**config.mk**
```make
export PLATFORM = sky130hd
export DESIGN_NAME = toy_calendar
export DESIGN_NICKNAME = d
export VERILOG_FILES = /design/src/rtl/toy_pkg.sv /design/src/rtl/toy_cal_core.sv /design/src/rtl/toy_alarm_bank.sv /design/src/rtl/toy_calendar.sv
export SDC_FILE = /design/constraint.sdc
export NUM_CORES = 1
export LEC_CHECK = 0
export BUFFER_PORTS_ARGS = -buffer_cell sky130_fd_sc_hd__buf_2
export CAP_MARGIN = 20
export CORE_MARGIN = 10
export CORE_UTILIZATION = 30
export CTS_BUF_LIST = sky130_fd_sc_hd__clkbuf_4 sky130_fd_sc_hd__clkbuf_8 sky130_fd_sc_hd__clkbuf_16
export CTS_CLUSTER_SIZE = 30
export DETAILED_ROUTE_END_ITERATION = 16
export PLACE_DENSITY = 0.44
export SETUP_SLACK_MARGIN = 0.3
export SLEW_MARGIN = 0
export SYNTH_ARGS = -nofsm -noshare
export SYNTH_HDL_FRONTEND = slang
export SYNTH_SLANG_ARGS = --single-unit
```
**constraint.sdc**
```tcl
create_clock -name clk -period 6.1 [get_ports clk]
set_input_delay 0.915 -clock clk [delete_from_list [all_inputs] [get_ports clk]]
set_output_delay 0.915 -clock clk [all_outputs]
set_load 0.005 [all_outputs]
```
**src/rtl/toy_pkg.sv**
```systemverilog
package toy_pkg;

    typedef enum logic {
        UNIT_OFF = 1'b0,
        UNIT_ON  = 1'b1
    } unit_state_e;

    typedef struct packed {
        logic [3:0] mon;
        logic [4:0] day;
        logic [4:0] hour;
        logic [5:0] min;
        logic [5:0] sec;
        logic [3:0] sub;
    } cal_t;

    localparam logic [7:0] OFS_TIME_WR  = 8'h24;
    localparam logic [7:0] OFS_YEAR_WR  = 8'h28;
    localparam logic [7:0] OFS_TIME_RD  = 8'h2C;
    localparam logic [7:0] OFS_YEAR_RD  = 8'h30;
    localparam logic [7:0] OFS_ALARM0   = 8'h34;
    localparam logic [7:0] OFS_CTRL     = 8'h40;
    localparam int         CTRL_CAL_BIT = 11;
    localparam int         CTRL_OSC_BIT = 8;

    localparam cal_t CAL_RESET = '{mon: 4'd1, day: 5'd1, hour: 5'd0,
                                   min: 6'd0, sec: 6'd0, sub: 4'd0};

    function automatic logic [4:0] days_in_month(input logic [3:0] mon,
                                                 input logic leap);
        case (mon)
            4'd2:                      return leap ? 5'd29 : 5'd28;
            4'd4, 4'd6, 4'd9, 4'd11:   return 5'd30;
            default:                   return 5'd31;
        endcase
    endfunction

    function automatic logic [31:0] pack_time(input cal_t c);
        return {2'b00, c.mon, c.day, c.hour, c.min, c.sec, c.sub};
    endfunction

    function automatic cal_t unpack_time(input logic [29:0] w);
        cal_t c;
        c.mon  = w[29:26];
        c.day  = w[25:21];
        c.hour = w[20:16];
        c.min  = w[15:10];
        c.sec  = w[9:4];
        c.sub  = w[3:0];
        return c;
    endfunction

endpackage

```
**src/rtl/toy_cal_core.sv**
```systemverilog
module toy_cal_core
    import toy_pkg::*;
#(
    parameter int YEAR_W = 16
) (
    input  logic              clk,
    input  logic              rst_n,
    input  logic              run,
    input  logic              tick,
    input  logic              ld_fields,
    input  logic              ld_year,
    input  logic [29:0]       field_word,
    input  logic [YEAR_W-1:0] year_word,
    output cal_t              cal_q,
    output logic [YEAR_W-1:0] year_q
);

    cal_t       cal_nxt;
    logic       year_carry;
    logic [4:0] last_day;

    always_comb begin
        cal_nxt    = cal_q;
        year_carry = 1'b0;
        last_day   = days_in_month(cal_q.mon, year_q[1:0] == 2'b00);
        if (cal_q.sub != 4'd15) begin
            cal_nxt.sub = cal_q.sub + 4'd1;
        end else begin
            cal_nxt.sub = 4'd0;
            if (cal_q.sec < 6'd59) begin
                cal_nxt.sec = cal_q.sec + 6'd1;
            end else begin
                cal_nxt.sec = 6'd0;
                if (cal_q.min < 6'd59) begin
                    cal_nxt.min = cal_q.min + 6'd1;
                end else begin
                    cal_nxt.min = 6'd0;
                    if (cal_q.hour < 5'd23) begin
                        cal_nxt.hour = cal_q.hour + 5'd1;
                    end else begin
                        cal_nxt.hour = 5'd0;
                        if (cal_q.day < last_day) begin
                            cal_nxt.day = cal_q.day + 5'd1;
                        end else begin
                            cal_nxt.day = 5'd1;
                            if (cal_q.mon < 4'd12) begin
                                cal_nxt.mon = cal_q.mon + 4'd1;
                            end else begin
                                cal_nxt.mon = 4'd1;
                                year_carry  = 1'b1;
                            end
                        end
                    end
                end
            end
        end
    end

    always_ff @(posedge clk) begin
        if (!rst_n) begin
            cal_q <= CAL_RESET;
        end else if (ld_fields) begin
            cal_q <= unpack_time(field_word);
        end else if (run && tick) begin
            cal_q <= cal_nxt;
        end
    end

    always_ff @(posedge clk) begin
        if (!rst_n) begin
            year_q <= '0;
        end else if (ld_year) begin
            year_q <= year_word;
        end else if (run && tick && year_carry && !ld_fields) begin
            year_q <= year_q + YEAR_W'(1);
        end
    end

endmodule

```
**src/rtl/toy_alarm_bank.sv**
```systemverilog
module toy_alarm_bank
    import toy_pkg::*;
#(
    parameter int NUM_ALARMS = 3,
    parameter int YEAR_W     = 16
) (
    input  logic                     clk,
    input  logic                     rst_n,
    input  logic                     run,
    input  logic [NUM_ALARMS-1:0]    wr_hit,
    input  logic [31:0]              wdata,
    input  cal_t                     cal_now,
    input  logic [YEAR_W-1:0]        year_now,
    output logic [NUM_ALARMS*32-1:0] alarm_flat,
    output logic [NUM_ALARMS-1:0]    pending
);

    localparam int YLOW_W = 6;

    for (genvar i = 0; i < NUM_ALARMS; i++) begin : g_alarm
        logic [31:0] word_q;
        logic        hit;

        always_comb begin
            hit = run
               && (word_q[31:26] == year_now[YLOW_W-1:0])
               && (word_q[25:22] == cal_now.mon)
               && (word_q[21:17] == cal_now.day)
               && (word_q[16:12] == cal_now.hour)
               && (word_q[11:6]  == cal_now.min)
               && (word_q[5:0]   == cal_now.sec);
        end

        always_ff @(posedge clk) begin
            if (!rst_n) begin
                word_q <= '0;
            end else if (wr_hit[i] && run) begin
                word_q <= wdata;
            end
        end

        always_ff @(posedge clk) begin
            if (!rst_n) begin
                pending[i] <= 1'b0;
            end else if (wr_hit[i] && run) begin
                pending[i] <= 1'b0;
            end else if (hit) begin
                pending[i] <= 1'b1;
            end
        end

        assign alarm_flat[i*32 +: 32] = word_q;
    end

endmodule

```
**src/rtl/toy_calendar.sv**
```systemverilog
module toy_calendar
    import toy_pkg::*;
#(
    parameter int ADDR_W     = 8,
    parameter int YEAR_W     = 16,
    parameter int NUM_ALARMS = 3
) (
    input  logic              clk,
    input  logic              rst_n,
    input  logic              tick_16hz,
    input  logic              bus_wr,
    input  logic              bus_rd,
    input  logic [ADDR_W-1:0] bus_addr,
    input  logic [31:0]       bus_wdata,
    output logic [31:0]       bus_rdata,
    output logic              irq
);

    localparam int WORD_BYTES = 4;

    unit_state_e state_q, state_d;
    logic        unit_on;
    logic [31:0] ctrl_q;
    logic [31:0] rd_mux;
    logic        ctrl_wr, ctrl_go;

    logic                     hit_time_wr, hit_year_wr, hit_time_rd, hit_year_rd, hit_ctrl;
    logic [NUM_ALARMS-1:0]    hit_alarm;
    logic [NUM_ALARMS-1:0]    alarm_wr_hit;
    logic [NUM_ALARMS*32-1:0] alarm_flat;
    logic [NUM_ALARMS-1:0]    alarm_pend;
    cal_t                     cal_q;
    logic [YEAR_W-1:0]        year_q;

    assign hit_time_wr = (bus_addr == ADDR_W'(OFS_TIME_WR));
    assign hit_year_wr = (bus_addr == ADDR_W'(OFS_YEAR_WR));
    assign hit_time_rd = (bus_addr == ADDR_W'(OFS_TIME_RD));
    assign hit_year_rd = (bus_addr == ADDR_W'(OFS_YEAR_RD));
    assign hit_ctrl    = (bus_addr == ADDR_W'(OFS_CTRL));

    for (genvar i = 0; i < NUM_ALARMS; i++) begin : g_dec
        assign hit_alarm[i] = (bus_addr == ADDR_W'(OFS_ALARM0) + ADDR_W'(i * WORD_BYTES));
    end

    assign alarm_wr_hit = bus_wr ? hit_alarm : '0;
    assign ctrl_wr      = bus_wr && hit_ctrl;
    assign ctrl_go      = bus_wdata[CTRL_CAL_BIT] && bus_wdata[CTRL_OSC_BIT];

    // Run-state machine: state register
    always_ff @(posedge clk) begin
        if (!rst_n) begin
            state_q <= UNIT_OFF;
        end else begin
            state_q <= state_d;
        end
    end

    // Run-state machine: next state (GO_ON / GO_OFF)
    always_comb begin
        state_d = state_q;
        unique case (state_q)
            UNIT_OFF: if (ctrl_wr && ctrl_go)  state_d = UNIT_ON;
            UNIT_ON:  if (ctrl_wr && !ctrl_go) state_d = UNIT_OFF;
        endcase
    end

    // Run-state machine: outputs
    always_comb begin
        unique case (state_q)
            UNIT_OFF: unit_on = 1'b0;
            UNIT_ON:  unit_on = 1'b1;
        endcase
    end

    always_ff @(posedge clk) begin
        if (!rst_n) begin
            ctrl_q <= '0;
        end else if (ctrl_wr) begin
            ctrl_q <= bus_wdata;
        end
    end

    toy_cal_core #(.YEAR_W(YEAR_W)) u_core (
        .clk        (clk),
        .rst_n      (rst_n),
        .run        (unit_on),
        .tick       (tick_16hz),
        .ld_fields  (bus_wr && hit_time_wr && unit_on),
        .ld_year    (bus_wr && hit_year_wr && unit_on),
        .field_word (bus_wdata[29:0]),
        .year_word  (bus_wdata[YEAR_W-1:0]),
        .cal_q      (cal_q),
        .year_q     (year_q)
    );

    toy_alarm_bank #(.NUM_ALARMS(NUM_ALARMS), .YEAR_W(YEAR_W)) u_alarms (
        .clk        (clk),
        .rst_n      (rst_n),
        .run        (unit_on),
        .wr_hit     (alarm_wr_hit),
        .wdata      (bus_wdata),
        .cal_now    (cal_q),
        .year_now   (year_q),
        .alarm_flat (alarm_flat),
        .pending    (alarm_pend)
    );

    always_comb begin
        rd_mux = '0;
        if (hit_time_rd && unit_on) rd_mux = pack_time(cal_q);
        if (hit_year_rd && unit_on) rd_mux = 32'(year_q);
        if (hit_ctrl)               rd_mux = ctrl_q;
        for (int i = 0; i < NUM_ALARMS; i++) begin
            if (hit_alarm[i]) rd_mux = alarm_flat[i*32 +: 32];
        end
    end

    always_ff @(posedge clk) begin
        if (!rst_n) begin
            bus_rdata <= '0;
        end else if (bus_rd) begin
            bus_rdata <= rd_mux;
        end
    end

    assign irq = |alarm_pend;

endmodule

```
==> results of run 1 <==
==> cell usage in the layout (no fill, tap or decap), types with 6 or more instances in the layout <==
master       n
a211oi_1     8
nand3_1     20
o21ai_1      7
buf_4       27
clkbuf_4     7
nand2_1    336
xnor2_1     19
inv_1        9
buf_2       77
o211ai_1     8
and3_1       8
clkbuf_16   27
xor2_1      95
a31oi_1     12
a21oi_1    195
dfxtp_1    210
nor4_1      28
a22oi_1     28
o21ai_0     85
o221ai_1    16
a221oi_1    16
nand4_1      6
nor2_1      56
a221o_1     16
nor3_1      18
ha_1        12
and2_1       6
==> sequential cells by signal, indices dropped and copies added, names as in the netlist, named ones only <==
register and count:
bus_rdata 32, u_alarms.g_alarm.word_q 96, u_core.cal_q 30, u_core.year_q 16, u_alarms.pending 3, ctrl_q 32
==> synthesized netlist by cell type (all sizes together), types with 4 or more instances <==
master  count  share of area (%)
clkbuf    112                3.9
nor4       32                2.1
dfxtp     210                 39
a221o      16                1.5
nor3       20               0.92
xor2       95                7.7
o211ai      8               0.55
or4         5               0.38
ha         12                1.4
buf        12               0.69
o221ai     16                1.3
a221oi     16                1.3
and3        8               0.46
o211a       4               0.37
xnor2      19                1.5
a21oi     195                9.0
inv        10               0.35
nand2     336                 12
a31oi      12               0.69
nand4       6               0.35
o311ai      5               0.40
a211oi      8               0.55
a22oi      28                1.9
nand3      21                1.1
o21ai      92                4.3
and2        6               0.35
nor4b       5               0.52
a311oi      4               0.32
nor2       59                2.0
==> per-stage QoR <==
step | util (%) | total power [uW] | std cells | hold slack (ps) | setup slack (ps)
global placement | 32.45 | 1523 | 1856 | 436.6 | 2282
CTS | 34.81 | 3057 | 1900 | 455.8 | 2761
finish | 34.81 | 3034 | 1900 | 451.8 | 2672
floorplan | - | 1451 | 1416 | 436.0 | 3155
detailed placement | 32.47 | 1523 | 1857 | 442.5 | 2205
global route | 34.81 | 3117 | 1900 | 473.8 | 2564
==> critical path, stage by stage <==
cell      delay [ps]
buf_2            140
or4b_1           930
or4_4            910
o31ai_4          230
a21boi_4         340
nor2_1            60
a311oi_1         270
==> power groups by stage <==
| stage | registers [uW] | clock network (uW) | logic (uW) |
|---|---|---|---|
| finish | 1370 | 1540 | 120 |
| global route | 1370 | 1620 | 129 |
| CTS | 1370 | 1560 | 120 |
| detailed placement | 1400 | 0 | 120 |
| global placement | 1400 | 0 | 119 |
| floorplan | 1400 | 0 | 47.0 |
==> worst max-delay path by stage <==
stage,start,to,slack [ps],cells after the start
finish,bus_addr[1],u_core.cal_q[27],2670,7
global route,bus_addr[7],u_alarms.g_alarm[2].word_q[20],2560,9
CTS,bus_addr[1],u_core.cal_q[27],2760,7
detailed placement,bus_addr[1],u_core.cal_q[27],2200,7
global placement,bus_addr[1],u_core.cal_q[27],2280,7
floorplan,bus_addr[1],u_core.cal_q[27],3160,8
==> kinds of logic after synthesis <==
family,count (synthesis),synth area share (%)
and+or+nand+nor,513,20.84
AOI/OAI and AO/OA,430,24.50
xor gates and xnor gates,114,9.227
adders and majority gates,12,1.387
buffers and inverters,134,4.925
muxes,3,0.2775
DFF,210,38.85
==> layer usage <==
metal | wire length, um | up-vias | track usage, %
met5 | 0 | - | 0
met3 | 2885 | 74 | 2.687
li1 | - | 5020 | -
met4 | 1179 | 0 | 5.110
met1 | 21530 | 5166 | 28.46
met2 | 20630 | 374 | 31.59
==> area by class of cell <==
cell class / instances / share of cell area, %
clock buffer: 38 / 6.326
clock inverter: 5 / 0.4042
inverter: 10 / 0.3234
multi-input combinational: 1072 / 49.59
sequential: 210 / 33.95
tap: 461 / 4.658
timing repair buffer: 104 / 4.749
==> metrics.yaml, run 1 <==
status: "completed"
synth_cells: 1416
holdPathEnd: "bus_rdata[19]"
fill_cells: 3815
hp-start: "bus_rdata[19]"
viasPerCell: 5.597
gp_congestion: 0.9063
antenna_found_initial: 1
cts_tree: "built"
yosysWarnings: 0
cts_buffer_depth: 3
diodes: 0
ir_worst_vdd_v: 0.0002010
dieArea_um2: 44070
crit_arrival_ps: 3870
synth_area_um2: 10820
antenna_left: 0
finalMaxSlewViolations: 0
seq_area_um2: 4204
fin_crit_ps: 3428
fin_crit_sh_pct: 56.20
routed_wl_um: 46220
area_growth_pct: 14.42
dr.pass1.iters: 5
cp-start-kind: "input pin"
yosysSeqAreaShare_pct: 38.85
clock_latency_ps: 540
syn-num-nets: 1473
ys_types: 62
path_max_fanout: 46
combPwrFrac_pct: 4.0
dr.first_iter.drc_count: 910
critPathKind: "input pin to flip-flop"
synth-main-ff-cell: "dfxtp_1"
post_cts_buffers: 0
vias: 10630
power.density_nw_per_um2: 245.1
drc_errors: 0
worst_r2r_path_depth: 7
holdPathStages: 2
leakage_uw: 0.004599
skew_ps: 9.221
first_global_vias: 10060
async_flop_share_pct: 0
required_ps: 6540
clkPwrFrac_pct: 50.8
p_sw_uw: 712.6
max_cap_violations: 0
nets: 1481
setup_viol: 0
timing.fmax_mhz: 291.7
htree_num_levels: 1
grt_start_max_net_pins: 71
die_y_um: 209.9
cts_buffers: 26
die_w_um: 209.9
postCtsHoldBufs: 0
port_buffers: 77
globalRouteTotalUtil_pct: 20.16
hpwl_um: 32170
fp-row-count: 69
worst_pin_slew_ps: 1066
design_area_um2: 12380
synth_area_per_cell_um2: 7.642
cts.sinks: 210
coreArea_um2: 35570
wl_per_cell_um: 24.33
cp-end-kind: "flip-flop"
grt-ovfl-total: 0
io_pins: 78
max_slew_margin_pct: 28.57
p_sw_share_pct: 23.48
intPower_uw: 2322
dpl-instance-area_um2: 11550
synth-seq-cells: 210
cts-root-buf: "clkbuf_16"
grt_pass1_wl_um: 68570
r2r_slack_ps: 2800
r2r-end: "u_core.year_q[1]"
r2r_start: "u_core.cal_q[4]"
start_util_pct: 30.42
rsz0062_at_grt: "false"
pwr-share-seq_pct: 45.3
clkSlewWorstSetupHoldPaths_ps: 60
hold_violations: 0
min_path_type: "flip-flop to flip-flop"
synth_edf_count: 0
drive_gt1_share_pct: 11.47
cts_resized: 0
multiInputGateArea_um2: 6140
tns_ps: 0
Note: power is estimated with default switching activity, not from simulation.
==> run 2, diff against run 1 <==
clock period = 3.6 ns   (was 6.1 ns; I/O delays follow)
==> run 2 against run 1 <==
Net effect:
- core utilization up 0.73 points
- hold slack lost 180 ps
- sequential cell count stayed put
- critical endpoint is now u_core.year_q[1]
- setup slack worse by 1900 ps
- via count grew 1.2%
==> metrics.yaml, run 2 (synthesis gave the netlist of run 1 again) <==
required_ps: 4010  # was 6540 ps
clkSlewWorstSetupHoldPaths_ps: 60  # about the same
largest_register: "u_alarms.g_alarm.word_q"  # unchanged
die_w_um: 209.9  # unchanged
status: "completed"  # unchanged
intPower_uw: 3975  # was 2322 uW
htree_num_levels: 1  # unchanged
clkPwrFrac_pct: 51.1  # was 50.8%
multiInputGateArea_um2: 6143  # was 6140 um2
ir_worst_vdd_v: 0.0002898  # was 0.0002010 V
pwr-share-seq_pct: 44.8  # was 45.3%
drc_errors: 0  # unchanged
grt_pass1_wl_um: 70210  # was 68,570 um
hold_violations: 0  # unchanged
fin_crit_ps: 2878
tns_ps: 0  # unchanged
critPathKind: "flip-flop to flip-flop"  # was input pin to flip-flop
seq_area_um2: 4204  # unchanged
largest_register_ffs: 96  # unchanged
vias: 10760  # was 10,630
r2r-end: "u_core.year_q[1]"  # unchanged
wl_per_cell_um: 24.61  # was 24.33 um
layout_commonest_cell: "nand2_1"  # unchanged
cts_tree: "built"  # unchanged
dr.first_iter.drc_count: 1000  # was 910
fill_cells: 3836  # was 3,815
postCtsHoldBufs: 0  # unchanged
path_max_fanout: 15  # was 46
rsz0062_at_grt: "false"  # unchanged
port_buffers: 77  # unchanged
cp-end-kind: "flip-flop"  # unchanged
grt-ovfl-total: 0  # unchanged
endpoint: "u_core.year_q[1]"  # was u_core.cal_q[27]
area_growth_pct: 16.82  # was 14.42%
cts-root-buf: "clkbuf_16"  # unchanged
first_global_vias: 10220  # was 10,060
r2r_slack_ps: 720  # was 2800 ps
antenna_found_initial: 1  # unchanged
antenna_left: 0  # unchanged
power.density_nw_per_um2: 411.2  # was 245.1 nW/um2
skew_ps: 11.28  # was 9.221 ps
io_pins: 78  # unchanged
max_stage_delay_ps: 700  # was 930 ps
worst_r2r_path_depth: 7  # unchanged
gp_congestion: 0.9201  # was 0.9063
drive_gt1_share_pct: 13.46  # was 11.47%
finalMaxSlewViolations: 0  # unchanged
top_regs: "u_alarms.g_alarm.word_q (96), bus_rdata (32), ctrl_q (32)"  # unchanged
coreArea_um2: 35570  # unchanged
clock_latency_ps: 550  # was 540 ps
max_cap_violations: 0  # unchanged
globalRouteTotalUtil_pct: 20.81  # was 20.16%
max_slew_margin_pct: 38.17  # was 28.57%
hpwl_um: 34440  # was 32,170 um
leakage_uw: 0.004762  # was 0.004599 uW
combPwrFrac_pct: 4.1  # was 4.0%
crit_chain: "ha_1, o2111a_1, nand3_4, or4_4, nor3_1, mux2i_1, o21ai_0"  # was buf_2, or4b_1, or4_4, o31ai_4, a21boi_4, nor2_1, a311oi_1
p_sw_share_pct: 23.53  # was 23.48%
cts_buffer_depth: 3  # unchanged
crit_slowest_cell: "or4_4"  # was or4b_1
fp-row-count: 69  # unchanged
dieArea_um2: 44070  # unchanged
fin_crit_sh_pct: 79.94
grt_start_max_net_pins: 56  # was 71
layout_common_cells: "nand2_1, dfxtp_1, a21oi_1"  # unchanged
r2r_start: "u_core.cal_q[4]"  # unchanged
viasPerCell: 5.565  # was 5.597
routed_wl_um: 47580  # was 46,220 um
cp-startpoint: "u_core.cal_q[4]"  # was bus_addr[1]
post_cts_buffers: 0  # unchanged
setup_viol: 0  # unchanged
min_path_type: "input pin to flip-flop"  # was flip-flop to flip-flop
worst_pin_slew_ps: 919.0  # was 1066 ps
die_y_um: 209.9  # unchanged
crit_arrival_ps: 3290  # was 3870 ps
timing.hold.ws_ps: 276.5  # was 451.8 ps
cts.sinks: 210  # unchanged
timing.fmax_mhz: 347.5
cts_buffers: 26  # unchanged
start_util_pct: 30.42  # unchanged
p_sw_uw: 1223  # was 712.6 uW
nets: 1509  # was 1,481
dr.pass1.iters: 5  # unchanged
cp-start-kind: "flip-flop"  # was input pin
-- run 2: repair_timing --
item                                   in CTS  in global routing
endpoints found under the hold margin       0                  0
setup endpoints to repair                   0                  2
gates resized for setup                     0                  1
-- run 2: layout make-up --
class                           count  area share, %
Tap cell                          461          4.563
Antenna cell                        1        0.01979
Multi-Input combinational cell   1072          48.59
Sequential cell                   210          33.25
Inverter                           10         0.3167
Timing Repair Buffer              132          6.413
Clock inverter                      2        0.07918
Clock buffer                       45          6.760
-- run 2: critical path, delay by kind of cell, from the launching register on --
kind            cells  cell delay (ps)
compound gates      2              410
fa+ha+maj           1              320
flops               1              530
mux                 1              210
simple gates        3             1260
-- run 2: worst min-delay path by stage --
stage                  startpoint                              to  slack, ps  cells after the start
finish              bus_wdata[30]                      ctrl_q[30]        280                      3
CTS                 bus_wdata[30]  u_alarms.g_alarm[0].word_q[30]        270                      3
detailed placement  bus_rdata[20]                   bus_rdata[20]        440                      2
global placement    bus_rdata[25]                   bus_rdata[25]        440                      2
floorplan              ctrl_q[17]                      ctrl_q[17]        440                      2
global route        bus_wdata[30]                      ctrl_q[30]        290                      3
-- run 2: power by group through the flow --
| stage | Sequential [uW] | Combinational (uW) | Clock [uW] |
|---|---|---|---|
| final | 2330 | 213 | 2660 |
| after floorplan | 2380 | 79.6 | 0 |
| after CTS | 2330 | 211 | 2690 |
| after detailed placement | 2380 | 210 | 0 |
| after global routing | 2330 | 226 | 2780 |
| after global placement | 2380 | 211 | 0 |
-- run 2: metal layers --
layer | GRT usage, % | vias to the layer above | routed length (um)
li1 | - | 5068 | -
met1 | 28.93 | 5252 | 22140
met2 | 32.25 | 376 | 20980
met3 | 3.385 | 61 | 3256
met4 | 6.227 | 0 | 1210
met5 | 0 | - | 0
-- run 2: per-stage QoR --
stage	setup WS (ps)	power, uW	instance area [um2]	util [%]	instances
2_1_floorplan	925.1	2458	10820	-	1416
3_3_place_gp	521.3	2589	11770	33.09	1885
3_5_place_dp	508.4	2589	11770	33.09	1885
4_1_cts	476.8	5232	12640	35.52	1932
5_1_grt	548.8	5335	12640	35.54	1932
6_report	722.1	5198	12640	35.54	1933
==> run 3, diff against run 2 <==
clock period = 2.8 ns   (was 3.6 ns; I/O delays follow)
==> run 3 against run 2 <==
Net effect:
- non-clock buffer count grew 36
- via count rose by 0.54%
- clock-buffer cell count is 8 lower
- first-iteration DRC count decreased by 10%
- sequential power increased by 28%
- setup slack got worse by 300 ps
- clock power is 31% higher
- power grew 30%
- final area is 3.0% higher
- register-to-register slack got worse by 300 ps
- core utilization rose by 1.1 points
- hold slack got worse by 110 ps
- critical endpoint is now u_core.year_q[4]
- largest power group unchanged
==> metrics.yaml, run 3 (synthesis gave the netlist of run 1 again) <==
dr_wl_met2_um: 21410  # was 20,980 um
tns_ps: 0  # unchanged
vias: 10820  # was 10,760
path_max_fanout: 13  # was 15
cts.sinks: 210  # unchanged
holdPathEnd: "u_alarms.g_alarm[2].word_q[31]"  # was ctrl_q[30]
cp-end-kind: "flip-flop"  # unchanged
leakage_uw: 0.004979  # was 0.004762 uW
cts_buffers: 27  # was 26
skew_ps: 24.10  # was 11.28 ps
grt_start_max_net_pins: 81  # was 56
grt_pass1_wl_um: 70910  # was 70,210 um
drive_gt1_share_pct: 16.35  # was 13.46%
fin_crit_ps: 2374  # was 2878 ps
max_stage_delay_ps: 550  # was 700 ps
p_sw_share_pct: 23.94  # was 23.53%
intPower_uw: 5149  # was 3975 uW
dr_wl_met3_um: 3380  # was 3256 um
io_pins: 78  # unchanged
r2r-end: "u_core.year_q[4]"  # was u_core.year_q[1]
dr.first_iter.drc_count: 897  # was 1,000
first_global_vias: 10280  # was 10,220
finalNonFillerCells: 1966  # was 1,933
r2r_slack_ps: 430  # was 720 ps
largest_register: "u_alarms.g_alarm.word_q"  # unchanged
area_growth_pct: 20.35  # was 16.82%
crit_slowest_cell: "or4_4"  # unchanged
htree_num_levels: 1  # unchanged
routed_wl_um: 48270  # was 47,580 um
timing.fmax_mhz: 421.2  # was 347.5 MHz
grt-ovfl-total: 0  # unchanged
dieArea_um2: 44070  # unchanged
worst_r2r_path_depth: 8  # was 7
die_y_um: 209.9  # unchanged
dp_cells: 1914  # was 1,885
globalRouteTotalUtil_pct: 21.04  # was 20.81%
fp-row-count: 69  # unchanged
die_w_um: 209.9  # unchanged
port_buffers: 77  # unchanged
p_sw_uw: 1621  # was 1223 uW
top_layer: "met4"  # unchanged
diodes: 0  # was 1
largest_register_ffs: 96  # unchanged
hpwl_um: 34400  # was 34,440 um
required_ps: 3240  # was 4010 ps
pwr-share-seq_pct: 44.2  # was 44.8%
cts_buffer_depth: 3  # unchanged
cts-root-buf: "clkbuf_16"  # unchanged
layout_common_cells: "nand2_1, dfxtp_1, a21oi_1"  # unchanged
r2r_start: "u_core.cal_q[4]"  # unchanged
gp_congestion: 0.9295  # was 0.9201
worst_pin_slew_ps: 717.1  # was 919.0 ps
coreArea_um2: 35570  # unchanged
ir_worst_vdd_v: 0.0003337  # was 0.0002898 V
viasPerCell: 5.501  # was 5.565
combPwrFrac_pct: 4.2  # was 4.1%
met1Wirelength_um: 22620  # was 22,140 um
fin_crit_sh_pct: 84.79  # was 79.94%
dr.pass1.iters: 5  # unchanged
clkSlewWorstSetupHoldPaths_ps: 70  # was 60 ps
clkPwrFrac_pct: 51.6  # was 51.1%
antenna_left: 0  # unchanged
crit_chain: "ha_2, o2111a_2, nand3_4, or4_4, buf_6, nor4_1, xnor2_1, o21ai_0"  # was ha_1, o2111a_1, nand3_4, or4_4, nor3_1, mux2i_1, o21ai_0
cts_tree: "built"  # unchanged
critPathKind: "flip-flop to flip-flop"  # unchanged
top_regs: "u_alarms.g_alarm.word_q (96), bus_rdata (32), ctrl_q (32)"  # unchanged
max_slew_margin_pct: 52.07  # was 38.17%
clock_latency_ps: 560  # was 550 ps
status: "completed"  # unchanged
hp-start: "bus_wdata[31]"  # was bus_wdata[30]
cp-start-kind: "flip-flop"  # unchanged
postCtsHoldBufs: 0  # unchanged
utilization_pct: 36.62  # was 35.54%
finalMaxSlewViolations: 0  # unchanged
max_cap_violations: 0  # unchanged
start_util_pct: 30.42  # unchanged
crit_family: "simple AND/OR/NAND/NOR gates"  # unchanged
power.density_nw_per_um2: 519.8  # was 411.2 nW/um2
dp_slack_ps: 124.6  # was 508.4 ps
hold_violations: 0  # unchanged
cp_num_buf_inv: 1  # was 0
holdPathStages: 3  # unchanged
finalWorstSetupSlack_ps: 425.9  # was 722.1 ps
min_path_type: "input pin to flip-flop"  # unchanged
drc_errors: 0  # unchanged
wl_per_cell_um: 24.55  # was 24.61 um
setup_viol: 0  # unchanged
rsz0062_at_grt: "false"  # unchanged
nets: 1546  # was 1,509
crit_arrival_ps: 2820  # was 3290 ps
layout_commonest_cell: "nand2_1"  # unchanged
antenna_found_initial: 0  # was 1
run 3: stage by stage:
step	instance area, um2	hold slack, ps	power, uW
4_1_cts	12900	148.5	6806
6_report	13020	162.3	6769
3_3_place_gp	12010	435.5	3337
2_1_floorplan	10830	436.0	3161
3_5_place_dp	12010	446.0	3338
5_1_grt	13020	165.7	6945
run 3: worst max path at each step:
stage	from	endpoint	slack, ps	depth (start not counted)
4_1_cts	u_core.cal_q[4]	u_core.year_q[10]	300	8
2_1_floorplan	bus_addr[1]	u_core.cal_q[27]	350	8
5_1_grt	u_core.cal_q[0]	u_core.year_q[4]	310	8
3_3_place_gp	bus_addr[1]	u_core.cal_q[27]	170	7
6_report	u_core.cal_q[4]	u_core.year_q[4]	430	8
3_5_place_dp	bus_addr[1]	u_core.cal_q[27]	120	7
run 3: tightest hold or removal path, stage by stage:
cell and delay, ps:
buf_2 130, nand2_1 60, a21oi_1 50
run 3: metal layers:
| layer | up-vias | track usage [%] |
|---|---|---|
| li1 | 5126 | - |
| met1 | 5241 | 29.86 |
| met2 | 391 | 32.66 |
| met3 | 57 | 3.341 |
| met4 | 0 | 4.738 |
| met5 | - | 0 |
run 3: area by class of cell:
cell class | count | area [um2]
fill | 3761 | 22550
multi-input combinational | 1072 | 6227
sequential | 210 | 4207
timing repair buffer | 168 | 1110
clock buffer | 37 | 769.5
tap | 461 | 576.8
clock inverter | 8 | 93.84
inverter | 10 | 40.04
run 3: what timing repair did:
action | in CTS | in global routing
setup endpoints to repair | 23 | 24
pin swaps | 0 | 2
buffers inserted | 0 | 7
gates resized for setup | 7 | 11
run 3: power groups by stage:
stage               Sequential [uW]  Clock (uW)  Combinational, uW
finish                         2990        3490                282
global placement               3060           0                279
floorplan                      3060           0                102
detailed placement             3060           0                279
CTS                            2990        3530                280
global route                   2990        3650                300
